--- config.mk ---
export PLATFORM = sky130hd
export DESIGN_NAME = ulpi_lp_seq
export DESIGN_NICKNAME = d
export VERILOG_FILES = /design/src/rtl/ulpi_lp_pkg.sv /design/src/rtl/ulpi_reg_decode.sv /design/src/rtl/ulpi_lp_power.sv /design/src/rtl/ulpi_lp_status.sv /design/src/rtl/ulpi_lp_seq.sv
export SDC_FILE = /design/constraint.sdc
export NUM_CORES = 1
export LEC_CHECK = 0
export ABC_AREA = 1
export BUFFER_PORTS_ARGS = -buffer_cell sky130_fd_sc_hd__clkbuf_2
export CORE_ASPECT_RATIO = 1.5
export CORE_MARGIN = 5
export CORE_UTILIZATION = 35
export CTS_CLUSTER_SIZE = 24
export DETAILED_ROUTE_END_ITERATION = 10
export PLACE_DENSITY = 0.67
export SLEW_MARGIN = 20
export SYNTH_ARGS = -nofsm -noshare
export SYNTH_HDL_FRONTEND = slang
export SYNTH_SLANG_ARGS = --single-unit
--- constraint.sdc ---
create_clock -name clk -period 2.8 [get_ports clk]
set_input_delay 0.28 -clock clk [delete_from_list [all_inputs] [get_ports clk]]
set_output_delay 0.28 -clock clk [all_outputs]
set_load 0.03 [all_outputs]
--- src/rtl/ulpi_lp_pkg.sv ---
package ulpi_lp_pkg;

  // Register-write command code in bits [7:6] of the command byte
  localparam logic [1:0] CMD_REGWR = 2'b10;
  // Position of the suspend control bit inside the function-control byte
  localparam int SUSPENDM_BIT = 6;

  typedef enum logic [1:0] {
    DC_IDLE,
    DC_CMD,
    DC_WAIT
  } dec_state_e;

  typedef enum logic [1:0] {
    PW_RUN,
    PW_ENTER,
    PW_SUSPEND,
    PW_RESUME
  } pwr_state_e;

  typedef struct packed {
    logic [5:0] addr;
    logic       susp_bit;
  } reg_wr_t;

endpackage

--- src/rtl/ulpi_reg_decode.sv ---
module ulpi_reg_decode
  import ulpi_lp_pkg::*;
(
  input  logic       clk,
  input  logic       rst_n,
  input  logic       enable,
  input  logic [7:0] link_data,
  input  logic       stp,
  output logic       nxt,
  output logic       wr_valid,
  output reg_wr_t    wr
);

  dec_state_e st_q;
  logic [5:0] addr_q;
  logic       bit_q;

  always_ff @(posedge clk or negedge rst_n) begin
    if (!rst_n) begin
      st_q   <= DC_IDLE;
      addr_q <= '0;
      bit_q  <= 1'b1;
    end else if (!enable) begin
      st_q <= DC_IDLE;
    end else begin
      unique case (st_q)
        DC_IDLE: begin
          if (link_data[7:6] == CMD_REGWR && !stp) begin
            addr_q <= link_data[5:0];
            st_q   <= DC_CMD;
          end
        end
        DC_CMD: begin
          if (stp) begin
            st_q <= DC_IDLE;
          end else begin
            bit_q <= link_data[SUSPENDM_BIT];
            st_q  <= DC_WAIT;
          end
        end
        DC_WAIT: begin
          if (stp) st_q <= DC_IDLE;
        end
        default: st_q <= DC_IDLE;
      endcase
    end
  end

  assign nxt         = enable && (st_q == DC_CMD);
  assign wr_valid    = enable && (st_q == DC_WAIT) && stp;
  assign wr.addr     = addr_q;
  assign wr.susp_bit = bit_q;

endmodule

--- src/rtl/ulpi_lp_power.sv ---
module ulpi_lp_power
  import ulpi_lp_pkg::*;
#(
  parameter int         STOP_EDGES   = 5,
  parameter int         RESUME_EDGES = 3,
  parameter logic [5:0] FC_ADDR      = 6'h04
) (
  input  logic    clk,
  input  logic    rst_n,
  input  logic    wr_valid,
  input  reg_wr_t wr,
  input  logic    stp,
  output logic    dir,
  output logic    clk_en,
  output logic    low_power,
  output logic    exit_pulse
);

  localparam int MAXE = (STOP_EDGES > RESUME_EDGES) ? STOP_EDGES : RESUME_EDGES;
  localparam int CW   = $clog2(MAXE + 1);
  localparam logic [CW-1:0] STOP_LAST   = CW'(STOP_EDGES - 1);
  localparam logic [CW-1:0] RESUME_LAST = CW'(RESUME_EDGES - 1);

  pwr_state_e    st_q;
  logic [CW-1:0] cnt_q;
  logic          suspendm_q;

  always_ff @(posedge clk or negedge rst_n) begin
    if (!rst_n) begin
      st_q       <= PW_RUN;
      cnt_q      <= '0;
      suspendm_q <= 1'b1;
    end else begin
      unique case (st_q)
        PW_RUN: begin
          if (wr_valid && wr.addr == FC_ADDR) begin
            suspendm_q <= wr.susp_bit;
            if (!wr.susp_bit) begin
              st_q  <= PW_ENTER;
              cnt_q <= '0;
            end
          end
        end
        PW_ENTER: begin
          if (cnt_q == STOP_LAST) st_q <= PW_SUSPEND;
          else cnt_q <= cnt_q + 1'b1;
        end
        PW_SUSPEND: begin
          if (stp) begin
            st_q       <= PW_RESUME;
            cnt_q      <= '0;
            suspendm_q <= 1'b1;
          end
        end
        PW_RESUME: begin
          if (cnt_q == RESUME_LAST) st_q <= PW_RUN;
          else cnt_q <= cnt_q + 1'b1;
        end
        default: st_q <= PW_RUN;
      endcase
    end
  end

  assign dir        = (st_q != PW_RUN);
  assign clk_en     = (st_q != PW_SUSPEND);
  assign low_power  = !suspendm_q;
  assign exit_pulse = (st_q == PW_SUSPEND) && stp;

endmodule

--- src/rtl/ulpi_lp_status.sv ---
module ulpi_lp_status #(
  parameter int IRQ_N = 4
) (
  input  logic             clk,
  input  logic             rst_n,
  input  logic             low_power,
  input  logic             exit_pulse,
  input  logic [1:0]       ls_in,
  input  logic [IRQ_N-1:0] irq_src,
  input  logic [IRQ_N-1:0] irq_en,
  output logic [7:0]       lp_data,
  output logic             wake_flag
);

  logic [IRQ_N-1:0] masked;
  logic [1:0]       ls_q;
  logic             irq_any;

  for (genvar i = 0; i < IRQ_N; i++) begin : g_mask
    assign masked[i] = irq_src[i] & irq_en[i];
  end

  assign irq_any = |masked;

  always_ff @(posedge clk or negedge rst_n) begin
    if (!rst_n) begin
      ls_q      <= '0;
      wake_flag <= 1'b0;
    end else begin
      ls_q <= ls_in;
      if (exit_pulse) wake_flag <= 1'b0;
      else if (low_power && (ls_in != ls_q)) wake_flag <= 1'b1;
    end
  end

  assign lp_data = low_power ? {4'b0000, irq_any, 1'b0, ls_in} : 8'h00;

endmodule

--- src/rtl/ulpi_lp_seq.sv ---
module ulpi_lp_seq
  import ulpi_lp_pkg::*;
#(
  parameter int         STOP_EDGES   = 5,
  parameter int         RESUME_EDGES = 3,
  parameter int         IRQ_N        = 4,
  parameter logic [5:0] FC_ADDR      = 6'h04
) (
  input  logic             clk,
  input  logic             rst_n,
  input  logic [7:0]       link_data,
  input  logic             stp,
  input  logic [1:0]       ls_in,
  input  logic [IRQ_N-1:0] irq_src,
  input  logic [IRQ_N-1:0] irq_en,
  output logic             dir,
  output logic             nxt,
  output logic [7:0]       phy_data,
  output logic             clk_en,
  output logic             low_power,
  output logic             wake_flag
);

  logic    wr_valid;
  reg_wr_t wr;
  logic    exit_pulse;
  logic    dir_i;
  logic    lp_i;

  ulpi_reg_decode i_dec (
    .clk       (clk),
    .rst_n     (rst_n),
    .enable    (!dir_i),
    .link_data (link_data),
    .stp       (stp),
    .nxt       (nxt),
    .wr_valid  (wr_valid),
    .wr        (wr)
  );

  ulpi_lp_power #(
    .STOP_EDGES   (STOP_EDGES),
    .RESUME_EDGES (RESUME_EDGES),
    .FC_ADDR      (FC_ADDR)
  ) i_pwr (
    .clk        (clk),
    .rst_n      (rst_n),
    .wr_valid   (wr_valid),
    .wr         (wr),
    .stp        (stp),
    .dir        (dir_i),
    .clk_en     (clk_en),
    .low_power  (lp_i),
    .exit_pulse (exit_pulse)
  );

  ulpi_lp_status #(
    .IRQ_N (IRQ_N)
  ) i_stat (
    .clk        (clk),
    .rst_n      (rst_n),
    .low_power  (lp_i),
    .exit_pulse (exit_pulse),
    .ls_in      (ls_in),
    .irq_src    (irq_src),
    .irq_en     (irq_en),
    .lp_data    (phy_data),
    .wake_flag  (wake_flag)
  );

  assign dir       = dir_i;
  assign low_power = lp_i;

endmodule

==> out/qor.yml, run 1 <==
status:
  status: "finished clean"
clock_network:
  cts_setup_buffers: 0
  cts_buffers: 3
  cts.path.max_buffers: 2
  clk_pin_slew_ns: 0.07
  clock_latency_ns: 0.25
  clockRootBuffer: "clkbuf_8"
  cts_tree: "done"
  cts_sinks: 18
  cts_resized: 0
  h-tree-depth: 1
  hold_buffers: 1
worst_setup_path:
  cp_num_buf_inv: 3
  path_cells: "inv_1 -> ha_1 -> inv_2 -> nor3_2 -> clkbuf_2"
  max_stage_delay_ns: 0.42
  path_delay_family: "buffers and inverters"
  crit_type: "reg -> out"
  slowest_stage: "dfrtp_1"
  cp-start-kind: "flop"
  required_ns: 2.52
  arrival_ns: 1.58
  crit_path_end_kind: "primary output"
  cp_max_fo: 6
placement:
  gp_congestion: 0.758
  post-place-ws_ns: 1.22
  portBuffers: 28
  hpwl_um: 1870
die:
  ios: 34
  core_sq_um: 3100
  die-area_sq_um: 4390
  start_util: 0.356
  die_h_um: 78.7
  fp.dieW_um: 55.8
  rows: 25
grt:
  gr-total-overflow: 0
  grt_pass1_wl_um: 3730
  grt_max_degree: 19
  grt_use_total: 0.103
  antenna_found_initial: 0
  first_global_vias: 930
finish:
  num_antenna_cells: 0
  final-seq-area_sq_um: 453
  fin_nets: 201
  syn_to_final_growth_pct: 20.1
  nFillCells: 311
  multi_input_area_sq_um: 539
  drive_gt1_frac: 0.262
routing:
  drt-total-wl_um: 2160
  drt_iter0_drc: 19
  viasPerCell: 4.38
  route.detailed.drc: 0
  ant_nets: 0
  wire_per_inst_um: 10.2
  drt_first_pass_iters: 4
  vias: 929
pwr:
  power_density_nw_per_um2: 876
  ir_drop_mv: 0.508
  leakage_nw: 0.733
timing:
  finalHoldViolations: 0
  fmax_mhz: 537
  rsz0062_at_grt: "no"
  fin_crit_sh: 0.665
  fin_tns_setup_ns: 0
  finalSetupViolCount: 0
  final.setup_skew_ns: 0.00290
  drv_slew: 0
  worst_slack_ns: 0.939
  finalCriticalPeriod_ns: 1.86
synth:
  synth-seq-area-share: 0.411
  yosysUniqueCellTypes: 24
  syn_area_per_cell_sq_um: 7.81
  ys_warn_count: 0
  netlist_instances: 141
  ys_ff_latch: 18
  syn-cell-area_sq_um: 1100
hold_path:
  hold_class: "in -> reg"
job:
  maxCapViolCount: 0
==> area by class of cell <==
cell class / instances / area share
multi-input combinational: 101 / 0.408
sequential: 18 / 0.342
timing repair buffer: 29 / 0.114
inverter: 20 / 0.0568
clock buffer: 4 / 0.0416
tap: 40 / 0.0378
==> synth_stat cells (all sizes together) <==
master | count | area [sq um]
nand2 | 44 | 165
inv | 20 | 75.1
dfrtp | 16 | 400
nor2 | 16 | 62.6
nand3 | 8 | 50.1
ha | 7 | 87.6
buf | 6 | 48.8
nand4 | 6 | 43.8
o21ai | 5 | 25.0
nor3 | 3 | 20.0
dfstp | 2 | 52.6
xor2 | 2 | 17.5
a21oi | 1 | 5.00
a22oi | 1 | 7.51
a41oi | 1 | 8.76
conb | 1 | 3.75
o21bai | 1 | 18.8
xnor2 | 1 | 8.76
==> logic make-up after synthesis <==
kind of cell	Yosys count	share of synthesized area
adder cells (fa/ha/maj)	7	0.0795
XOR/XNOR	3	0.0239
buffers and inverters	26	0.113
AND/OR/NAND/NOR	77	0.310
AO/OA/AOI/OAI	9	0.0591
flip-flops	18	0.411
other	1	0.00341
==> metrics by stage <==
step	power, W	hold slack [ns]	util	instance area [sq um]	cells
after detailed placement	0.000968	0.242	0.406	1260	207
after global placement	0.000962	0.239	0.406	1260	207
final	0.00116	0.183	0.427	1320	212
after CTS	0.00118	0.179	0.427	1320	212
after floorplan	0.000838	-0.0156	-	1120	145
after global routing	0.00127	0.190	0.427	1320	212
==> state kept, by name, summed over array words and instances (netlist names) <==
| signal | cells |
|---|---|
| i_dec.addr_q | 6 |
| i_dec.bit_q | 1 |
| i_dec.st_q | 2 |
| i_pwr.cnt_q | 3 |
| i_pwr.st_q | 2 |
| i_pwr.suspendm_q | 1 |
| i_stat.ls_q | 2 |
| i_stat.wake_flag | 1 |
==> power by group <==
group / internal, W / total [W] / leakage [nW] / switching (W)
Clock: 0.000125 / 0.000207 / 0.0288 / 0.0000820
Sequential: 0.000354 / 0.000421 / 0.225 / 0.0000676
Combinational: 0.000191 / 0.000531 / 0.480 / 0.000340
==> worst paths after layout <==
path,cells past startpoint,to,slack (ns),start
worst max-delay path,5,nxt,0.94,i_pwr.st_q[1]
worst max register to register,7,i_pwr.st_q[1],1.28,i_pwr.st_q[1]
worst min register to register,2,i_dec.bit_q,0.49,i_dec.bit_q
min in group asynchronous,2,i_dec.addr_q[5],0.50,rst_n
max in group asynchronous,2,i_pwr.suspendm_q,1.97,rst_n
worst min-delay path,1,i_stat.ls_q[1],0.18,ls_in[1]
==> cell usage in the layout, fill, tap and decap left out <==
cell type,count
nor3_2,1
conb_1,5
dfrtp_1,16
nand4_1,5
nand4_2,1
nand2_1,44
xnor2_1,1
o21ai_1,5
nor2_2,1
a21oi_1,1
dfstp_2,2
nor2_1,15
inv_1,15
nand3_2,2
a41oi_1,1
a22oi_1,1
xor2_1,2
ha_1,7
clkbuf_2,28
dlygate4sd3_1,1
o21bai_4,1
nand3_1,6
inv_2,5
nor3_1,2
clkbuf_8,4
==> per-layer routing <==
| layer | vias to the layer above | share of wire | wire length, um | global-route usage |
|---|---|---|---|---|
| met4 | 0 | 0.0046 | 10 | 0.0219 |
| met5 | - | 0 | 0 | 0 |
| met1 | 417 | 0.36 | 786 | 0.102 |
| met3 | 2 | 0.055 | 119 | 0.0195 |
| met2 | 18 | 0.58 | 1250 | 0.213 |
| li1 | 492 | - | - | - |
(Power assumes the default switching activity.)
==> run 2: changes to the inputs <==
--- a/config.mk
+++ b/config.mk
@@ -12,7 +12,7 @@
 export CORE_UTILIZATION = 35
 export CTS_CLUSTER_SIZE = 24
 export DETAILED_ROUTE_END_ITERATION = 10
-export PLACE_DENSITY = 0.67
+export PLACE_DENSITY = 0.69
 export SLEW_MARGIN = 20
 export SYNTH_ARGS = -nofsm -noshare
 export SYNTH_HDL_FRONTEND = slang
==> constraint.sdc (replaced) <==
create_clock -name clk -period 1.5 [get_ports clk]
set_input_delay 0.15 -clock clk [delete_from_list [all_inputs] [get_ports clk]]
set_output_delay 0.15 -clock clk [all_outputs]
set_load 0.03 [all_outputs]
==> run 2 against run 1 <==
Final area rose by 14%. Sequential power up 89%. Count of clock-buffer cells in the layout is the same. Global-route usage up 1.9 points. Hold slack lost 0.15 ns. Non-clock buffer count increased by 11. Via count rose by 8.4%. Register-to-register slack lost 1.2 ns. Core utilization up 5.8 points. Routed wire length up 20%. Critical endpoint unchanged. Highest routed layer unchanged.
==> out/qor.yml, run 2 (synthesis gave the netlist of run 1 again) <==
status:
  status: "finished clean"  # unchanged
die:
  start_util: 0.356  # unchanged
  die_h_um: 78.7  # unchanged
  ios: 34  # unchanged
  fp.dieW_um: 55.8  # unchanged
  die-area_sq_um: 4390  # unchanged
  core_sq_um: 3100  # unchanged
  rows: 25  # unchanged
grt:
  met2_usage: 0.238  # was 0.213
  grt_pass1_wl_um: 4250  # was 3730 um
  grt_use_met1: 0.112  # was 0.102
  grt_use_total: 0.122  # was 0.103
  gr-total-overflow: 0  # unchanged
  grt_max_degree: 19  # unchanged
  antenna_found_initial: 0  # unchanged
  grt_util_met3: 0.0293  # was 0.0195
  grt_busiest_layer: "met2"  # unchanged
  first_global_vias: 1008  # was 930
hold_path:
  min_from: "ls_in[0]"  # was ls_in[1]
  hold-path-endpoint: "i_stat.ls_q[0]"  # was i_stat.ls_q[1]
  hold_class: "in -> reg"  # unchanged
  min_path_cells: 1  # unchanged
routing:
  route.detailed.drc: 0  # unchanged
  ant_nets: 0  # unchanged
  drt_iter0_drc: 14  # was 19
  wire_per_inst_um: 11.7  # was 10.2 um
  viasPerCell: 4.52  # was 4.38
  drt-total-wl_um: 2600  # was 2160 um
  vias: 1007  # was 929
  drt_first_pass_iters: 4  # unchanged
pwr:
  p_clk_frac: 0.150  # was 0.178
  p_sw_frac: 0.418  # was 0.422
  pwr-share-comb: 0.549  # was 0.458
  seq_power_share: 0.301  # was 0.364
  switching_power_w: 0.00110  # was 0.000489 W
  finalPower_w: 0.00264  # was 0.00116 W
  leakage_nw: 0.779  # was 0.733 nW
  internal-power_w: 0.00153  # was 0.000670 W
  power_density_nw_per_um2: 1760  # was 876 nW/um^2
  ir_drop_mv: 0.931  # was 0.508 mV
clock_network:
  clockRootBuffer: "clkbuf_8"  # unchanged
  cts_tree: "done"  # unchanged
  cts_sinks: 18  # unchanged
  clk_pin_slew_ns: 0.07  # about the same
  h-tree-depth: 1  # unchanged
  clock_latency_ns: 0.26  # was 0.25 ns
  cts_buffers: 3  # unchanged
  cts.path.max_buffers: 2  # unchanged
worst_setup_path:
  worst_r2r_path_depth: 8  # was 7
  crit_type: "reg -> out"  # unchanged
  rr_startpoint: "i_pwr.st_q[0]"  # was i_pwr.st_q[1]
  cp-start-kind: "flop"  # unchanged
  rrSetupSlack_ns: 0.07  # was 1.28 ns
  arrival_ns: 1.30  # was 1.58 ns
  cp_max_fo: 3  # was 6
  rr_endpoint: "i_pwr.st_q[0]"  # was i_pwr.st_q[1]
  required_ns: 1.35  # was 2.52 ns
  crit_path_end_kind: "primary output"  # unchanged
finish:
  largest_registers: "i_dec.addr_q: 6 flops, i_pwr.cnt_q: 3 flops"  # unchanged
  layout_common_cells: "nand2_1, clkbuf_2, dfrtp_1"  # unchanged
  layout.cells.most_common: "nand2_1"  # unchanged
  nFillCells: 303  # was 311
  fin_nets: 212  # was 201
  largest_reg_flops: 6  # unchanged
  largest_register: "i_dec.addr_q"  # unchanged
  num_antenna_cells: 0  # unchanged
  drive_gt1_frac: 0.399  # was 0.262
  syn_to_final_growth_pct: 36.5  # was 20.1%
timing:
  final.setup_skew_ns: 0.00659  # was 0.00290 ns
  finalSetupViolCount: 0  # unchanged
  timing.hold.ws_ns: 0.0374  # was 0.183 ns
  finalHoldViolations: 0  # unchanged
  fin_crit_sh: 0.968
  drv_slew: 0  # unchanged
  rsz0062_at_grt: "yes"  # was no
  finalCriticalPeriod_ns: 1.45
  fmax_mhz: 689
placement:
  portBuffers: 28  # unchanged
  gp_congestion: 0.822  # was 0.758
  hpwl_um: 1950  # was 1870 um
job:
  maxCapViolCount: 0  # unchanged
-- run 2: changes by cell type in the layout (fill, tap and decap cells not counted), moves of 2 or more --
cell      before  now
buf_4          0   10
ha_1           7    2
ha_2           0    4
inv_1         15   12
nand3_1        6    3
nand3_2        2    5
nor2_1        15   12
buf_6          0    2
clkbuf_2      28   26
inv_2          5    7
nor2_2         1    3
-- run 2: timing repair --
| action | in CTS | in global routing |
|---|---|---|
| gates resized for setup | 7 | 21 |
| setup buffers | 6 | 3 |
| hold buffers | 1 | 0 |
| setup endpoints to repair | 3 | 8 |
| endpoints found under the hold margin | 16 | 0 |
| gates cloned | 0 | 0 |
| pin swaps | 2 | 7 |
-- run 2: per-layer routing --
layer	up-vias	share of wire
met5	-	0
li1	516	-
met2	25	0.57
met1	460	0.36
met4	0	0.020
met3	6	0.048
-- run 2: how the worst max path moves through the flow --
stage	from	to	slack (ns)	cells after the start
2_1_floorplan	i_pwr.st_q[0]	i_dec.bit_q	0.03	7
3_3_place_gp	i_pwr.st_q[1]	i_pwr.st_q[1]	0.02	7
3_5_place_dp	i_pwr.st_q[1]	i_pwr.st_q[1]	-0.02	7
4_1_cts	i_pwr.st_q[0]	i_pwr.st_q[1]	0.003	9
5_1_grt	i_pwr.cnt_q[0]	i_pwr.st_q[1]	-0.009	9
6_report	i_pwr.st_q[0]	nxt	0.05	5
-- run 2: final cells by class --
type | instances | area (sq um) | share of cell area
multi-input cells | 101 | 616 | 0.410
flip-flops and latches | 18 | 453 | 0.301
repair buffers | 40 | 251 | 0.167
inverters | 20 | 77.6 | 0.0516
clock buffers | 4 | 55.1 | 0.0366
well taps | 40 | 50.0 | 0.0333
-- run 2: power groups by stage --
stage / Combinational (W) / Sequential (W) / Clock (W)
floorplan: 0.000782 / 0.000790 / 0
global placement: 0.00105 / 0.000792 / 0
detailed placement: 0.00106 / 0.000805 / 0
CTS: 0.00125 / 0.000795 / 0.000403
global route: 0.00162 / 0.000821 / 0.000427
finish: 0.00145 / 0.000794 / 0.000396
-- run 2: worst max-delay path, cell delays in order (launching register included) --
cell	delay [ns]
dfrtp_1	0.39
inv_2	0.09
ha_4	0.17
inv_4	0.04
nor3_4	0.16
clkbuf_8	0.20
-- run 2: stage by stage --
step	util	TNS, ns	cells	worst slack, ns	cell area [sq um]
after floorplan	-	0	145	0.0260	1120
after global routing	0.485	-0.0237	223	-0.00946	1500
final	0.485	0	223	0.0483	1500
after detailed placement	0.413	-0.0365	209	-0.0239	1280
after CTS	0.456	0	220	0.00341	1410
after global placement	0.413	0	209	0.0177	1280
